<file path="config.mk">
export PLATFORM = sky130hd
export DESIGN_NAME = keyed_wdt
export DESIGN_NICKNAME = d
export VERILOG_FILES = /design/src/rtl/wdt_pkg.sv /design/src/rtl/wdt_key_seq.sv /design/src/rtl/wdt_gate.sv /design/src/rtl/wdt_pulse.sv /design/src/rtl/keyed_wdt.sv
export SDC_FILE = /design/constraint.sdc
export NUM_CORES = 1
export LEC_CHECK = 0
export BUFFER_PORTS_ARGS = -buffer_cell sky130_fd_sc_hd__buf_2
export CORE_UTILIZATION = 48
export DETAILED_ROUTE_END_ITERATION = 16
export PLACE_DENSITY = 0.77
export SYNTH_ARGS = -nofsm -noshare
export SYNTH_HDL_FRONTEND = slang
export SYNTH_SLANG_ARGS = --single-unit
export TNS_END_PERCENT = 1
</file>
<file path="constraint.sdc">
create_clock -name clk -period 2.1 [get_ports clk]
set_input_delay 0.105 -clock clk [delete_from_list [all_inputs] [get_ports clk]]
set_output_delay 0.105 -clock clk [all_outputs]
set_load 0.1 [all_outputs]
</file>
<file path="src/rtl/wdt_pkg.sv">
package wdt_pkg;
    typedef enum logic {
        KEY_WAIT_FIRST  = 1'b0,
        KEY_WAIT_SECOND = 1'b1
    } key_state_e;
endpackage

</file>
<file path="src/rtl/wdt_key_seq.sv">
module wdt_key_seq
    import wdt_pkg::*;
#(
    parameter int ADDR_W = 8,
    parameter int DATA_W = 8,
    parameter logic [ADDR_W-1:0] KEY_ADDR   = 8'hA6,
    parameter logic [DATA_W-1:0] KEY_FIRST  = 8'h1E,
    parameter logic [DATA_W-1:0] KEY_SECOND = 8'hE1
) (
    input  logic              clk,
    input  logic              rst_n,
    input  logic              clear_i,
    input  logic              wr_en_i,
    input  logic [ADDR_W-1:0] wr_addr_i,
    input  logic [DATA_W-1:0] wr_data_i,
    output logic              svc_o
);
    typedef struct packed {
        key_state_e st;
    } key_regs_t;

    key_regs_t r_d, r_q;
    logic      hit;

    always_comb begin
        hit   = wr_en_i && (wr_addr_i == KEY_ADDR);
        r_d   = r_q;
        svc_o = 1'b0;
        if (clear_i) begin
            r_d.st = KEY_WAIT_FIRST;
        end else if (hit) begin
            unique case (r_q.st)
                KEY_WAIT_FIRST: begin
                    if (wr_data_i == KEY_FIRST) r_d.st = KEY_WAIT_SECOND;
                end
                KEY_WAIT_SECOND: begin
                    // any value other than the second key aborts
                    svc_o  = (wr_data_i == KEY_SECOND);
                    r_d.st = KEY_WAIT_FIRST;
                end
                default: r_d.st = KEY_WAIT_FIRST;
            endcase
        end
    end

    always_ff @(posedge clk or negedge rst_n) begin
        if (!rst_n) r_q <= '{st: KEY_WAIT_FIRST};
        else        r_q <= r_d;
    end

    // a wrong value after the first key returns to waiting for the first key
    p_abort_r7: assert property (@(posedge clk) disable iff (!rst_n)
        (r_q.st == KEY_WAIT_SECOND && wr_en_i && wr_addr_i == KEY_ADDR
         && wr_data_i != KEY_SECOND)
        |=> r_q.st == KEY_WAIT_FIRST);

    // clearing discards a partial sequence
    p_clear_seq_r10: assert property (@(posedge clk) disable iff (!rst_n)
        clear_i |=> r_q.st == KEY_WAIT_FIRST);

    // writes elsewhere leave the sequence state alone
    p_other_addr_r7: assert property (@(posedge clk) disable iff (!rst_n)
        (!clear_i && wr_en_i && wr_addr_i != KEY_ADDR) |=> $stable(r_q.st));
endmodule

</file>
<file path="src/rtl/wdt_gate.sv">
module wdt_gate (
    input  logic clk,
    input  logic rst_n,
    input  logic armed_i,
    input  logic mc_en_i,
    input  logic idle_i,
    input  logic stop_in_idle_i,
    input  logic pdown_i,
    input  logic wake_int_n_i,
    output logic cnt_en_o
);
    typedef struct packed {
        logic hold;
    } gate_regs_t;

    gate_regs_t r_d, r_q;
    logic       pd_block;

    always_comb begin
        // power-down blocks; after it, the block stays until the wake line is high
        pd_block   = pdown_i || (r_q.hold && !wake_int_n_i);
        r_d.hold   = pd_block;
        cnt_en_o   = armed_i && mc_en_i && !pd_block
                     && !(idle_i && stop_in_idle_i);
    end

    always_ff @(posedge clk or negedge rst_n) begin
        if (!rst_n) r_q <= '{hold: 1'b0};
        else        r_q <= r_d;
    end

    // after power-down, a low wake line keeps the count stopped
    p_pd_wake_hold_r9: assert property (@(posedge clk) disable iff (!rst_n)
        pdown_i ##1 !wake_int_n_i |-> !cnt_en_o);
endmodule

</file>
<file path="src/rtl/wdt_pulse.sv">
module wdt_pulse #(
    parameter int PULSE_LEN = 96
) (
    input  logic clk,
    input  logic rst_n,
    input  logic start_i,
    output logic busy_o
);
    localparam int PW = $clog2(PULSE_LEN + 1);

    typedef struct packed {
        logic [PW-1:0] left;
    } pulse_regs_t;

    pulse_regs_t r_d, r_q;

    always_comb begin
        r_d = r_q;
        if (start_i && r_q.left == '0)  r_d.left = PW'(PULSE_LEN);
        else if (r_q.left != '0)        r_d.left = r_q.left - 1'b1;
        busy_o = (r_q.left != '0);
    end

    always_ff @(posedge clk or negedge rst_n) begin
        if (!rst_n) r_q <= '{left: '0};
        else        r_q <= r_d;
    end

    // a start raises the pulse on the next edge
    p_pulse_start_r5: assert property (@(posedge clk) disable iff (!rst_n)
        start_i |=> busy_o);

    // the pulse cannot end before its count has run out
    p_pulse_hold_r5: assert property (@(posedge clk) disable iff (!rst_n)
        (busy_o && r_q.left > PW'(1)) |=> busy_o);
endmodule

</file>
<file path="src/rtl/keyed_wdt.sv">
module keyed_wdt #(
    parameter int CNT_W     = 13,
    parameter int PULSE_LEN = 96,
    parameter int ADDR_W    = 8,
    parameter int DATA_W    = 8,
    parameter logic [ADDR_W-1:0] KEY_ADDR   = 8'hA6,
    parameter logic [DATA_W-1:0] KEY_FIRST  = 8'h1E,
    parameter logic [DATA_W-1:0] KEY_SECOND = 8'hE1
) (
    input  logic              clk,
    input  logic              rst_n,
    input  logic              mc_en_i,
    input  logic              wr_en_i,
    input  logic [ADDR_W-1:0] wr_addr_i,
    input  logic [DATA_W-1:0] wr_data_i,
    input  logic              idle_i,
    input  logic              stop_in_idle_i,
    input  logic              pdown_i,
    input  logic              wake_int_n_i,
    output logic              wdt_rst_o
);
    localparam logic [CNT_W-1:0] CNT_MAX = {CNT_W{1'b1}};

    typedef struct packed {
        logic             armed;
        logic [CNT_W-1:0] count;
    } wdt_regs_t;

    wdt_regs_t r_d, r_q;
    logic      svc, cnt_en, fire, pulse_busy, key_clear;

    assign fire      = r_q.armed && (r_q.count == CNT_MAX);
    assign key_clear = fire || pulse_busy;

    wdt_key_seq #(
        .ADDR_W(ADDR_W), .DATA_W(DATA_W), .KEY_ADDR(KEY_ADDR),
        .KEY_FIRST(KEY_FIRST), .KEY_SECOND(KEY_SECOND)
    ) i_key (
        .clk(clk), .rst_n(rst_n), .clear_i(key_clear),
        .wr_en_i(wr_en_i), .wr_addr_i(wr_addr_i), .wr_data_i(wr_data_i),
        .svc_o(svc)
    );

    wdt_gate i_gate (
        .clk(clk), .rst_n(rst_n), .armed_i(r_q.armed), .mc_en_i(mc_en_i),
        .idle_i(idle_i), .stop_in_idle_i(stop_in_idle_i), .pdown_i(pdown_i),
        .wake_int_n_i(wake_int_n_i), .cnt_en_o(cnt_en)
    );

    wdt_pulse #(.PULSE_LEN(PULSE_LEN)) i_pulse (
        .clk(clk), .rst_n(rst_n), .start_i(fire), .busy_o(pulse_busy)
    );

    always_comb begin
        r_d = r_q;
        if (fire) begin
            r_d.armed = 1'b0;
            r_d.count = '0;
        end else if (svc) begin
            r_d.armed = 1'b1;
            r_d.count = '0;
        end else if (cnt_en && r_q.count != CNT_MAX) begin
            r_d.count = r_q.count + 1'b1;
        end
    end

    always_ff @(posedge clk or negedge rst_n) begin
        if (!rst_n) r_q <= '{armed: 1'b0, count: '0};
        else        r_q <= r_d;
    end

    assign wdt_rst_o = pulse_busy;

    // a full count raises the reset pulse on the next edge
    p_no_overflow_r4: assert property (@(posedge clk) disable iff (!rst_n)
        (r_q.armed && r_q.count == CNT_MAX) |=> wdt_rst_o);

    // only the overflow disarms an armed watchdog
    p_armed_sticky_r6: assert property (@(posedge clk) disable iff (!rst_n)
        (r_q.armed && !(r_q.count == CNT_MAX)) |=> r_q.armed);

    // a gated cycle leaves the count unchanged
    p_count_frozen_r3: assert property (@(posedge clk) disable iff (!rst_n)
        (!cnt_en && !svc && !fire) |=> $stable(r_q.count));

    // an enabled cycle advances the count by one
    p_count_step_r3: assert property (@(posedge clk) disable iff (!rst_n)
        (cnt_en && !svc && !fire && r_q.count != CNT_MAX)
        |=> r_q.count == CNT_W'($past(r_q.count) + 1'b1));

    // idle with the freeze bit holds the count
    p_idle_freeze_r8: assert property (@(posedge clk) disable iff (!rst_n)
        (idle_i && stop_in_idle_i && !svc && !fire) |=> $stable(r_q.count));

    // a completed key sequence arms and zeroes the count
    p_service_r2: assert property (@(posedge clk) disable iff (!rst_n)
        (svc && !fire) |=> (r_q.armed && r_q.count == '0));

    // while the pulse is high the watchdog is disarmed and ignores the key
    p_pulse_disarmed_r10: assert property (@(posedge clk) disable iff (!rst_n)
        pulse_busy |-> (!r_q.armed && !svc));
endmodule

</file>
==> results of run 1 <==
per-stage QoR:
stage          hold WS, ns  instance area, sq um  cells  setup slack [ns]
2_1_floorplan       -0.191                  1280    134            -0.268
3_5_place_dp         0.116                  1520    199            -0.301
3_3_place_gp         0.108                  1520    199            -0.209
6_report            0.0150                  1660    208            -0.217
4_1_cts            0.00436                  1620    207            -0.154
5_1_grt             0.0111                  1660    208            -0.273
per-layer routing:
layer / global-route usage [%] / routed length, um / vias to the layer above
met1: 29.0 / 1230 / 616
met3: 2.87 / 219 / 5
li1: - / - / 575
met5: 0 / 0 / -
met4: 6.14 / 30 / 0
met2: 47.1 / 1800 / 66
worst max-delay path, stage by stage, from the launching register on:
cell and delay (ns):
dfrtp_1 0.41, inv_2 0.08, ha_4 0.13, or4b_4 0.48, nor3_4 0.20, bufinv_8 0.21
buf_6 0.11, buf_6 0.11, buf_12 0.15
final cells by class:
| type | count | share of cell area, % |
|---|---|---|
| tap | 30 | 2.27 |
| inverter | 3 | 1.51 |
| sequential | 23 | 34.8 |
| clock buffer | 4 | 1.59 |
| multi-input combinational | 105 | 42.5 |
| timing repair buffer | 43 | 17.4 |
power by group:
| part | switching (mW) | internal, mW | total [mW] |
|---|---|---|---|
| Combinational | 0.0818 | 0.0801 | 0.162 |
| Clock | 0.143 | 0.0744 | 0.217 |
| Sequential | 0.0520 | 0.489 | 0.541 |
kinds of logic after synthesis:
kind of cell             count (synthesis)  share of synthesized area [%]
AND/OR/NAND/NOR                         73                           34.2
buffers and inverters                    6                           2.37
AO/OA/AOI/OAI                           19                           8.10
flip-flops                              23                           45.5
XOR/XNOR                                 8                           5.53
adder cells (fa/ha/maj)                  2                           1.98
multiplexers                             3                           2.37
cells in the mapped netlist, drive strengths merged, types with 3 or more instances:
library cell | n | area [sq um]
nand4 | 5 | 31.3
xor2 | 3 | 26.3
or4b | 3 | 33.8
nand3 | 7 | 35.0
inv | 3 | 11.3
nor2 | 16 | 65.1
nor3 | 7 | 46.3
nand2 | 10 | 40.0
nor4 | 6 | 37.5
a21oi | 8 | 40.0
mux2i | 3 | 30.0
o21ai | 9 | 45.0
xnor2 | 5 | 43.8
dfrtp | 23 | 576
or3 | 5 | 32.5
worst max path at each step:
stage / end / slack, ns / cells past startpoint
2_1_floorplan: r_q[6]$_DFFE_PN0P_ / -0.27 / 9
3_3_place_gp: r_q[11]$_DFFE_PN0P_ / -0.21 / 8
3_5_place_dp: r_q[7]$_DFFE_PN0P_ / -0.30 / 8
4_1_cts: wdt_rst_o / -0.15 / 8
5_1_grt: wdt_rst_o / -0.27 / 8
6_report: wdt_rst_o / -0.22 / 8
registers in the layout, summed over array words and instances, names as in the netlist:
signal and count:
i_pulse.r_q 7, r_q 14, i_gate.r_q 1, i_key.r_q 1
timing repair:
item                                    4_1_cts  5_1_grt
pin swaps                                     5        3
hold buffers                                  1        0
endpoints found under the hold margin        23        0
buffers inserted                              3        1
endpoints found under the setup margin       17       20
gates resized for setup                      10       10
==> results.md, run 1 <==
- Result of the run: finished with violations
- Failing checks: setup timing
- Synth Flop Type: dfrtp_1
- R2R setup slack: -0.16 ns
- Maximum fanout count along the critical path: 2
- Worst-skew pair later-pin latency: 0.32 ns
- Number of port buffers: 24
- Routed wirelength normalized by instance count: 15.8 um
- Global-route wire length before repair: 4.98 mm
- Data arrival time of the worst path: 2.21 ns
- Setup TNS after final layout: -2.25 ns
- TritonCTS clock tree: done
- Number of endpoints failing setup at the final stage: 19
- Cell row count: 18
- Die outline area: 0.00285 sq mm
- Die height: 53.4 um
- Avg Inst Size Synth: 9.45 sq um
- Final worst-path cycle share: 110%
- Max-slew violations: 0
- Post-DP HPWL: 2.21 mm
- Maximum clock frequency: 0.432 GHz
- Startpoint-to-endpoint class of the critical path: reg -> out
- Area of all sequential standard cells: 576 sq um
- Yosys warning total: 0
- Total area of multi-input combinational cells: 703 sq um
- Share of flip-flops with an asynchronous set or reset: 100%
- Layout Utilization: 66.8%
- Power density relative to cell area: 556 mW/mm^2
- Hold Violations, Final: 0
- RSZ-0062 raised after global routing: yes
- Antenna viol nets, final: 0
- Count of filler cells inserted in the layout: 212
- Startpoint of the worst setup timing path: i_pulse.r_q[1]$_DFFE_PN0P_
- Length in cells of the worst reg-to-reg path: 8
- Number of buffers on the longest clock path: 2
- Sequential area share after synthesis: 45.5%
- EDFF count, synth: 0
- Routability congestion estimate from global placement: 0.852
- Worst setup margin: -0.217 ns
- Maximum clock skew at final layout: 0.00292 ns
- Unique masters post-synth: 37
- Die Width: 53.4 um
- Required time reported for the critical path endpoint: 2.00 ns
- Proportion of layout cells with a drive suffix above 1: 36.5%
- Critical register-to-register path startpoint: i_pulse.r_q[1]$_DFFE_PN0P_
- Slew at the pin closest to its max-slew limit: 0.534 ns
- Pin count of the biggest net entering global routing: 24
- Number of instances in the synthesized netlist: 134
- # DRC: 0
- Initial DRC Count: 49
- Post-Syn Nets: 160
- Via count of the first global-routing pass: 1,172
- Routed vias/inst: 6.07
- Cell at the root of the clock tree: clkbuf_4
- Clock buffers created by TritonCTS: 3
- Number of cells on the worst hold path: 2
- Synthesized area: 0.00127 sq mm
- Final wirelength: 3.28 mm
- Worst Hold Launch: pdown_i
- # clock sinks: 23
- R2R Path End: r_q[9]$_DFFE_PN0P_
- Syn-to-layout area delta: 30.7%
- Max-cap violations: 0
- Hold endpoint: i_gate.r_q$_DFF_PN0_
- CORE AREA: 0.00248 sq mm
- Boundary Pins: 25
- Classification of the worst-slack hold path: in -> reg
- Tightest slew margin relative to the limit: 64.4%
- Number of storage elements in the synthesis netlist: 23
- Initial standard-cell utilization of the core: 51.1%
- Category of the worst setup path launch point: flip-flop
- GRT Util Overall: 24.9%
- First-pass iteration count of the detailed router: 4
- Sum of internal, switching and leakage power: 920 uW
- Highest ir drop seen on vdd: 0.403 mV
- GRT Residual Overflow: 0
- Leading cell types in the layout, fill and taps excluded: dfrtp_1, buf_2, buf_4, nor2_1, nand2_1
- Endpoint type of the worst setup path: output pin
- Number of antenna violations at the first check in global routing: 0
- Reported leakage power: 0.770 nW
- Minimum clock period: 2.32 ns
- Via count: 1,262
- Number of antenna cells inserted: 0
- CTS H-tree lvls: 1
- Net count reported at finish: 205
- Worst-path clk slew: 0.13 ns
Power figures use the tool's default switching activity.
==> run 2: changes to the inputs <==
--- a/config.mk
+++ b/config.mk
@@ -6,6 +6,7 @@
 export NUM_CORES = 1
 export LEC_CHECK = 0
 export BUFFER_PORTS_ARGS = -buffer_cell sky130_fd_sc_hd__buf_2
+export CORE_ASPECT_RATIO = 0.9
 export CORE_UTILIZATION = 48
 export DETAILED_ROUTE_END_ITERATION = 16
 export PLACE_DENSITY = 0.77
==> run 2 against run 1 <==
Effect of this change:
- the run still ends with setup timing left
- non-clock buffer count fell by 2
- sequential power about the same
- cell count is 1.4% lower
- combinational power decreased by 5%
- fmax is 2.2% higher
- via count fell by 8.2%
- critical path depth unchanged
- clock power fell by 3%
- wire length decreased by 11%
- global-route usage fell by 2.3 points
- design area decreased by 2.6%
- critical path type is now reg -> reg
- largest cell class unchanged
==> results.md, run 2 (same netlist as run 1, synthesis figures left out) <==
- Cells after DPL: 198 (was 199)
- Logic pwr share: 17.0% (was 17.6%)
- Number of antenna violations at the first check in global routing: 0 (unchanged)
- Psw: 267 uW (was 277 uW)
- # DRC: 0 (unchanged)
- Die Width: 56.1 um (was 53.4 um)
- Die outline area: 0.00285 sq mm (about the same)
- Tightest slew margin relative to the limit: 65.3% (was 64.4%)
- Maximum clock frequency: 0.441 GHz (was 0.432 GHz)
- GRT Residual Overflow: 0 (unchanged)
- Proportion of layout cells with a drive suffix above 1: 31.6% (was 36.5%)
- Syn-to-layout area delta: 27.4% (was 30.7%)
- Data arrival time of the worst path: 2.48 ns (was 2.21 ns)
- Maximum clock skew at final layout: 0.00138 ns (was 0.00292 ns)
- Hold Violations, Final: 0 (unchanged)
- GRT Util Overall: 22.6% (was 24.9%)
- Highest ir drop seen on vdd: 0.579 mV (was 0.403 mV)
- List of cells traversed by the critical path: inv_1 > ha_1 > or4b_4 > nor3_4 > bufinv_8 > or4_4 > nand2_8 > nor2_1 (was inv_2 > ha_4 > or4b_4 > nor3_4 > bufinv_8 > buf_6 > buf_6 > buf_12)
- Power density relative to cell area: 561 mW/mm^2 (was 556 mW/mm^2)
- Post-DP HPWL: 2.08 mm (was 2.21 mm)
- Max-slew violations: 0 (unchanged)
- Cell internal power dissipation: 639 uW (was 643 uW)
- Cell row count: 17 (was 18)
- Cell area after placement: 0.00153 sq mm (was 0.00152 sq mm)
- Startpoint-to-endpoint class of the critical path: reg -> reg (was reg -> out)
- RSZ-0062 raised after global routing: yes (unchanged)
- Number of endpoints failing setup at the final stage: 15 (was 19)
- Leading cell types in the layout, fill and taps excluded: dfrtp_1, buf_2, buf_4, nor2_1 (was dfrtp_1, buf_2, buf_4, nor2_1, nand2_1)
- R2R setup slack: -0.17 ns (was -0.16 ns)
- Layout Utilization: 65.4% (was 66.8%)
- Routed vias/inst: 5.65 (was 6.07)
- Via count: 1,158 (was 1,262)
- Global-route wire length before repair: 4.86 mm (was 4.98 mm)
- Part of the power in the clock network: 23.3% (was 23.6%)
- Required time reported for the critical path endpoint: 2.31 ns (was 2.00 ns)
- Reported leakage power: 0.761 nW (was 0.770 nW)
- Critical register-to-register path startpoint: i_pulse.r_q[0]$_DFFE_PN0P_ (was i_pulse.r_q[1]$_DFFE_PN0P_)
- Worst hold slack: 0.00202 ns (was 0.0150 ns)
- Layout Cells excl Fill: 205 (was 208)
- TritonCTS clock tree: done (unchanged)
- CORE AREA: 0.00247 sq mm (was 0.00248 sq mm)
- Failing checks: setup timing (unchanged)
- Worst setup margin: -0.166 ns (was -0.217 ns)
- Via count of the first global-routing pass: 1,130 (was 1,172)
- Worst-path clk slew: 0.13 ns (about the same)
- Buf+Inv Stages, Crit Path: 2 (was 5)
- Slew at the pin closest to its max-slew limit: 0.521 ns (was 0.534 ns)
- Cell at the root of the clock tree: clkbuf_4 (unchanged)
- Routability congestion estimate from global placement: 0.913 (was 0.852)
- Number of cells on the worst hold path: 2 (unchanged)
- Worst Hold Launch: pdown_i (unchanged)
- Number of port buffers: 24 (unchanged)
- Register bank with the most flops: r_q (unchanged)
- Result of the run: finished with violations (unchanged)
- CTS H-tree lvls: 1 (unchanged)
- Antenna viol nets, final: 0 (unchanged)
- Maximum fanout count along the critical path: 6 (was 2)
- CP max-delay cell: or4b_4 (unchanged)
- Endpoint type of the worst setup path: flip-flop (was output pin)
- Boundary Pins: 25 (unchanged)
- Hold endpoint: i_gate.r_q$_DFF_PN0_ (unchanged)
- Number of antenna cells inserted: 0 (unchanged)
- Sequential cell fraction of total power: 59.7% (was 58.8%)
- Clock buffers created by TritonCTS: 3 (unchanged)
- Net count reported at finish: 204 (was 205)
- R2R Path End: r_q[9]$_DFFE_PN0P_ (unchanged)
- Classification of the worst-slack hold path: in -> reg (unchanged)
- Slowest cell delay on critical path: 0.48 ns (about the same)
- Count of filler cells inserted in the layout: 206 (was 212)
- Number of flip-flops under the largest register name: 14 (unchanged)
- First-pass iteration count of the detailed router: 4 (unchanged)
- Placement-stage worst setup slack: -0.183 ns (was -0.301 ns)
- Pin count of the biggest net entering global routing: 24 (unchanged)
- Length in cells of the worst reg-to-reg path: 8 (unchanged)
- Category of the worst setup path launch point: flip-flop (unchanged)
- Leading registers by flop count: r_q: 14 flops, i_pulse.r_q: 7 flops (unchanged)
- Final worst-path cycle share: 108% (was 110%)
- Initial standard-cell utilization of the core: 51.3% (was 51.1%)
- Routed wirelength normalized by instance count: 14.2 um (was 15.8 um)
- Minimum clock period: 2.27 ns (was 2.32 ns)
- Die height: 50.7 um (was 53.4 um)
- Cell area after layout: 0.00161 sq mm (was 0.00166 sq mm)
- Net Sw Frac: 29.4% (was 30.1%)
- Worst-skew pair later-pin latency: 0.31 ns (was 0.32 ns)
- Cell family with the largest share of critical-path delay: simple AND/OR/NAND/NOR gates (unchanged)
- # clock sinks: 23 (unchanged)
- Max-cap violations: 0 (unchanged)
- Initial DRC Count: 28 (was 49)
- Final wirelength: 2.91 mm (was 3.28 mm)
- Number of buffers on the longest clock path: 2 (unchanged)
## run 2: cell count changes in the layout (fill, tap and decap cells not counted), sizes merged
cell / change
nand2: +1
buf: -2
## run 2: power groups by stage
stage                     Clock [mW]  Combinational (mW)  Sequential [mW]
final                          0.211               0.154            0.540
after floorplan                    0              0.0978            0.534
after detailed placement           0               0.151            0.544
after CTS                      0.211               0.154            0.536
after global placement             0               0.144            0.541
after global routing           0.235               0.178            0.545
## run 2: metrics by stage
stage / setup TNS, ns / power, mW
6_report: -2.17 / 0.906
5_1_grt: -3.46 / 0.958
4_1_cts: -1.75 / 0.900
3_5_place_dp: -1.91 / 0.695
3_3_place_gp: -1.47 / 0.685
2_1_floorplan: -2.93 / 0.632
## run 2: worst max-delay path by stage
stage	startpoint	end	slack (ns)	cells past startpoint
after global placement	i_pulse.r_q[0]$_DFFE_PN0P_	r_q[7]$_DFFE_PN0P_	-0.13	8
final	i_pulse.r_q[0]$_DFFE_PN0P_	r_q[9]$_DFFE_PN0P_	-0.17	8
after detailed placement	i_pulse.r_q[0]$_DFFE_PN0P_	r_q[9]$_DFFE_PN0P_	-0.18	8
after global routing	i_pulse.r_q[0]$_DFFE_PN0P_	r_q[13]$_DFFE_PN0P_	-0.25	7
after CTS	i_pulse.r_q[0]$_DFFE_PN0P_	r_q[6]$_DFFE_PN0P_	-0.14	8
after floorplan	i_pulse.r_q[0]$_DFFE_PN0P_	r_q[6]$_DFFE_PN0P_	-0.27	9
## run 2: metal layers
metal,vias to the layer above,wire length [um],GRT usage [%]
li1,578,-,-
met1,524,1340,30.6
met2,52,1350,36.1
met3,4,172,3.09
met4,0,41,10.2
met5,-,0,0
## run 2: what timing repair did
| action | CTS | global route |
|---|---|---|
| pin swaps | 0 | 2 |
| hold buffers | 1 | 0 |
| gates resized for setup | 6 | 0 |
| endpoints found under the setup margin | 15 | 15 |
| endpoints found under the hold margin | 23 | 0 |
| cloned | 0 | 1 |
| buffers inserted | 0 | 1 |
## run 2: cell type report
class / count / area (sq um) / area share, %
clock buffer: 4 / 26.3 / 1.63
timing repair buffer: 41 / 265 / 16.4
tap: 28 / 35.0 / 2.17
inverter: 3 / 25.0 / 1.55
multi-input combinational: 106 / 686 / 42.5
sequential: 23 / 576 / 35.7
## run 2: worst register-to-register path: stages, from the launching register on
cell and delay, ns:
dfrtp_1 0.42, inv_1 0.06, ha_1 0.15, or4b_4 0.48, nor3_4 0.19, bufinv_8 0.20
or4_4 0.48, nand2_8 0.12, nor2_1 0.06
==> run 3: changes to the inputs <==
--- a/config.mk
+++ b/config.mk
@@ -9,7 +9,9 @@
 export CORE_ASPECT_RATIO = 0.9
 export CORE_UTILIZATION = 48
 export DETAILED_ROUTE_END_ITERATION = 16
-export PLACE_DENSITY = 0.77
+export PLACE_DENSITY_LB_ADDON = 0.25
+export RECOVER_POWER = 50
+export SKIP_LAST_GASP = 1
 export SYNTH_ARGS = -nofsm -noshare
 export SYNTH_HDL_FRONTEND = slang
 export SYNTH_SLANG_ARGS = --single-unit
==> run 3 against run 2 <==
Effect of this change:
- the run still ends with setup timing left
- largest cell class unchanged
- non-clock buffer count is 3 lower
- register-to-register slack worse by 0.04 ns
- clock-buffer cell count did not move
- critical path type unchanged
- hold slack improved by 0.18 ns
==> results.md, run 3 (same netlist as run 1, synthesis figures left out) <==
- Number of cells on the worst hold path: 4 (was 2)
- Length in cells of the worst reg-to-reg path: 8 (unchanged)
- Endpoint type of the worst setup path: flip-flop (unchanged)
- CTS H-tree lvls: 1 (unchanged)
- Hold Violations, Final: 0 (unchanged)
- Hold endpoint: r_q[8]$_DFFE_PN0P_ (was i_gate.r_q$_DFF_PN0_)
- Maximum clock frequency: 0.433 GHz (was 0.441 GHz)
- Highest ir drop seen on vdd: 0.618 mV (was 0.579 mV)
- Clock buffers created by TritonCTS: 3 (unchanged)
- Maximum fanout count along the critical path: 5 (was 6)
- Layout Cells excl Fill: 202 (was 205)
- Die height: 50.7 um (unchanged)
- Cells after DPL: 194 (was 198)
- Tightest slew margin relative to the limit: 17.5% (was 65.3%)
- Cell at the root of the clock tree: clkbuf_4 (unchanged)
- Cell area after placement: 0.00150 sq mm (was 0.00153 sq mm)
- Initial DRC Count: 37 (was 28)
- Slowest cell delay on critical path: 0.50 ns (was 0.48 ns)
- Critical register-to-register path startpoint: i_pulse.r_q[0]$_DFFE_PN0P_ (unchanged)
- Via count of the first global-routing pass: 1,002 (was 1,130)
- Part of the power in the clock network: 22.7% (was 23.3%)
- Number of buffers on the longest clock path: 2 (unchanged)
- CP max-delay cell: or4b_4 (unchanged)
- Cell row count: 17 (unchanged)
- Initial standard-cell utilization of the core: 51.3% (unchanged)
- Classification of the worst-slack hold path: in -> reg (unchanged)
- Global-route wire length before repair: 4.25 mm (was 4.86 mm)
- Startpoint-to-endpoint class of the critical path: reg -> reg (unchanged)
- Sum of internal, switching and leakage power: 904 uW (was 906 uW)
- List of cells traversed by the critical path: inv_1 > ha_1 > or4b_4 > nor3_4 > bufinv_8 > or4_4 > nand2_4 > nor2_1 (was inv_1 > ha_1 > or4b_4 > nor3_4 > bufinv_8 > or4_4 > nand2_8 > nor2_1)
- Data arrival time of the worst path: 2.52 ns (was 2.48 ns)
- Routed wirelength normalized by instance count: 13.2 um (was 14.2 um)
- GRT Residual Overflow: 0 (unchanged)
- Net Sw Frac: 28.5% (was 29.4%)
- Placement-stage worst setup slack: -0.243 ns (was -0.183 ns)
- Cell internal power dissipation: 646 uW (was 639 uW)
- Routability congestion estimate from global placement: 0.818 (was 0.913)
- Antenna viol nets, final: 0 (unchanged)
- Reported leakage power: 0.742 nW (was 0.761 nW)
- Routed vias/inst: 5.66 (was 5.65)
- R2R Path End: r_q[9]$_DFFE_PN0P_ (unchanged)
- Sequential cell fraction of total power: 58.9% (was 59.7%)
- Count of filler cells inserted in the layout: 206 (unchanged)
- TritonCTS clock tree: done (unchanged)
- Total number of cells along the worst setup path: 8 (unchanged)
- Category of the worst setup path launch point: flip-flop (unchanged)
- Minimum clock period: 2.31 ns (was 2.27 ns)
- Worst-skew pair later-pin latency: 0.31 ns (about the same)
- Failing checks: setup timing (unchanged)
- Via count: 1,143 (was 1,158)
- Net count reported at finish: 201 (was 204)
- Proportion of layout cells with a drive suffix above 1: 29.3% (was 31.6%)
- Max-slew violations: 0 (unchanged)
- Number of port buffers: 24 (unchanged)
- Power density relative to cell area: 570 mW/mm^2 (was 561 mW/mm^2)
- Worst-path clk slew: 0.13 ns (about the same)
- Pin count of the biggest net entering global routing: 24 (unchanged)
- # DRC: 0 (unchanged)
- Required time reported for the critical path endpoint: 2.31 ns (about the same)
- Logic pwr share: 18.4% (was 17.0%)
- Boundary Pins: 25 (unchanged)
- Leading registers by flop count: r_q: 14 flops, i_pulse.r_q: 7 flops (unchanged)
- Die outline area: 0.00285 sq mm (unchanged)
- Post-DP HPWL: 2.05 mm (was 2.08 mm)
- Final wirelength: 2.66 mm (was 2.91 mm)
- First-pass iteration count of the detailed router: 4 (unchanged)
- Number of endpoints failing setup at the final stage: 15 (unchanged)
- Cell family with the largest share of critical-path delay: simple AND/OR/NAND/NOR gates (unchanged)
- R2R setup slack: -0.21 ns (was -0.17 ns)
- Cell area after layout: 0.00159 sq mm (was 0.00161 sq mm)
- Syn-to-layout area delta: 25.3% (was 27.4%)
- Worst Hold Launch: wr_data_i[6] (was pdown_i)
- Most common cell after layout, fill and taps aside: dfrtp_1
- Number of antenna cells inserted: 0 (unchanged)
- Maximum clock skew at final layout: 0.00673 ns (was 0.00138 ns)
- Buf+Inv Stages, Crit Path: 2 (unchanged)
- Number of flip-flops under the largest register name: 14 (unchanged)
- Result of the run: finished with violations (unchanged)
- Leading cell types in the layout, fill and taps excluded: dfrtp_1, buf_2, nor2_1, buf_4, nand2_1 (was dfrtp_1, buf_2, buf_4, nor2_1)
- Max-cap violations: 0 (unchanged)
- # clock sinks: 23 (unchanged)
- Psw: 258 uW (was 267 uW)
- RSZ-0062 raised after global routing: yes (unchanged)
- Worst hold slack: 0.182 ns (was 0.00202 ns)
- GRT Util Overall: 19.3% (was 22.6%)
- Register bank with the most flops: r_q (unchanged)
- CORE AREA: 0.00247 sq mm (unchanged)
- Number of antenna violations at the first check in global routing: 0 (unchanged)
- Final worst-path cycle share: 110% (was 108%)
- Die Width: 56.1 um (unchanged)
- Slew at the pin closest to its max-slew limit: 1.24 ns (was 0.521 ns)
- Worst setup margin: -0.211 ns (was -0.166 ns)
run 3: worst max-delay path by stage:
stage | slack [ns] | from | endpoint
finish | -0.21 | i_pulse.r_q[0]$_DFFE_PN0P_ | r_q[9]$_DFFE_PN0P_
global route | -0.30 | i_pulse.r_q[0]$_DFFE_PN0P_ | r_q[6]$_DFFE_PN0P_
CTS | -0.19 | i_pulse.r_q[0]$_DFFE_PN0P_ | r_q[6]$_DFFE_PN0P_
detailed placement | -0.24 | i_pulse.r_q[1]$_DFFE_PN0P_ | r_q[1]$_DFFE_PN0P_
global placement | -0.16 | i_pulse.r_q[0]$_DFFE_PN0P_ | r_q[7]$_DFFE_PN0P_
floorplan | -0.27 | i_pulse.r_q[0]$_DFFE_PN0P_ | r_q[6]$_DFFE_PN0P_
run 3: power groups by stage:
stage / sequential [mW] / clock, mW / combinational [mW]
after floorplan: 0.534 / 0 / 0.0978
after global placement: 0.536 / 0 / 0.156
after detailed placement: 0.541 / 0 / 0.165
after CTS: 0.532 / 0.213 / 0.169
after global routing: 0.540 / 0.235 / 0.185
final: 0.532 / 0.205 / 0.167
run 3: per-layer routing:
layer | GRT usage, % | vias up | part of all wire [%]
met1 | 24.3 | 533 | 48
met5 | 0 | - | 0
li1 | - | 570 | -
met2 | 33.9 | 34 | 46
met4 | 6.10 | 0 | 1.1
met3 | 3.09 | 6 | 4.2
run 3: worst min-delay path, cell delays in order:
cell and delay, ns:
buf_2 0.10, nand3_1 0.09, nor4_1 0.07, nor2_1 0.09
run 3: area by class of cell:
| class | instances | area, sq um | area share (%) |
|---|---|---|---|
| inverters | 3 | 25.0 | 1.58 |
| well taps | 28 | 35.0 | 2.21 |
| multi-input cells | 106 | 686 | 43.2 |
| clock buffers | 4 | 26.3 | 1.66 |
| flip-flops and latches | 23 | 576 | 36.3 |
| repair buffers | 38 | 239 | 15.1 |
run 3: what timing repair did:
| action | CTS | global route |
|---|---|---|
| gates cloned | 0 | 1 |
| endpoints found under the setup margin | 15 | 15 |
| hold endpoints to repair | 24 | 0 |
| buffers inserted | 0 | 1 |
| gates resized for setup | 5 | 1 |
| pin swaps | 0 | 1 |
| hold buffers | 2 | 0 |
run 3: through the flow:
step	setup TNS, ns	util, %
5_1_grt	-4.25	64.3
3_5_place_dp	-2.81	60.8
4_1_cts	-2.56	63.6
6_report	-2.76	64.3
3_3_place_gp	-1.73	60.8
2_1_floorplan	-2.93	-
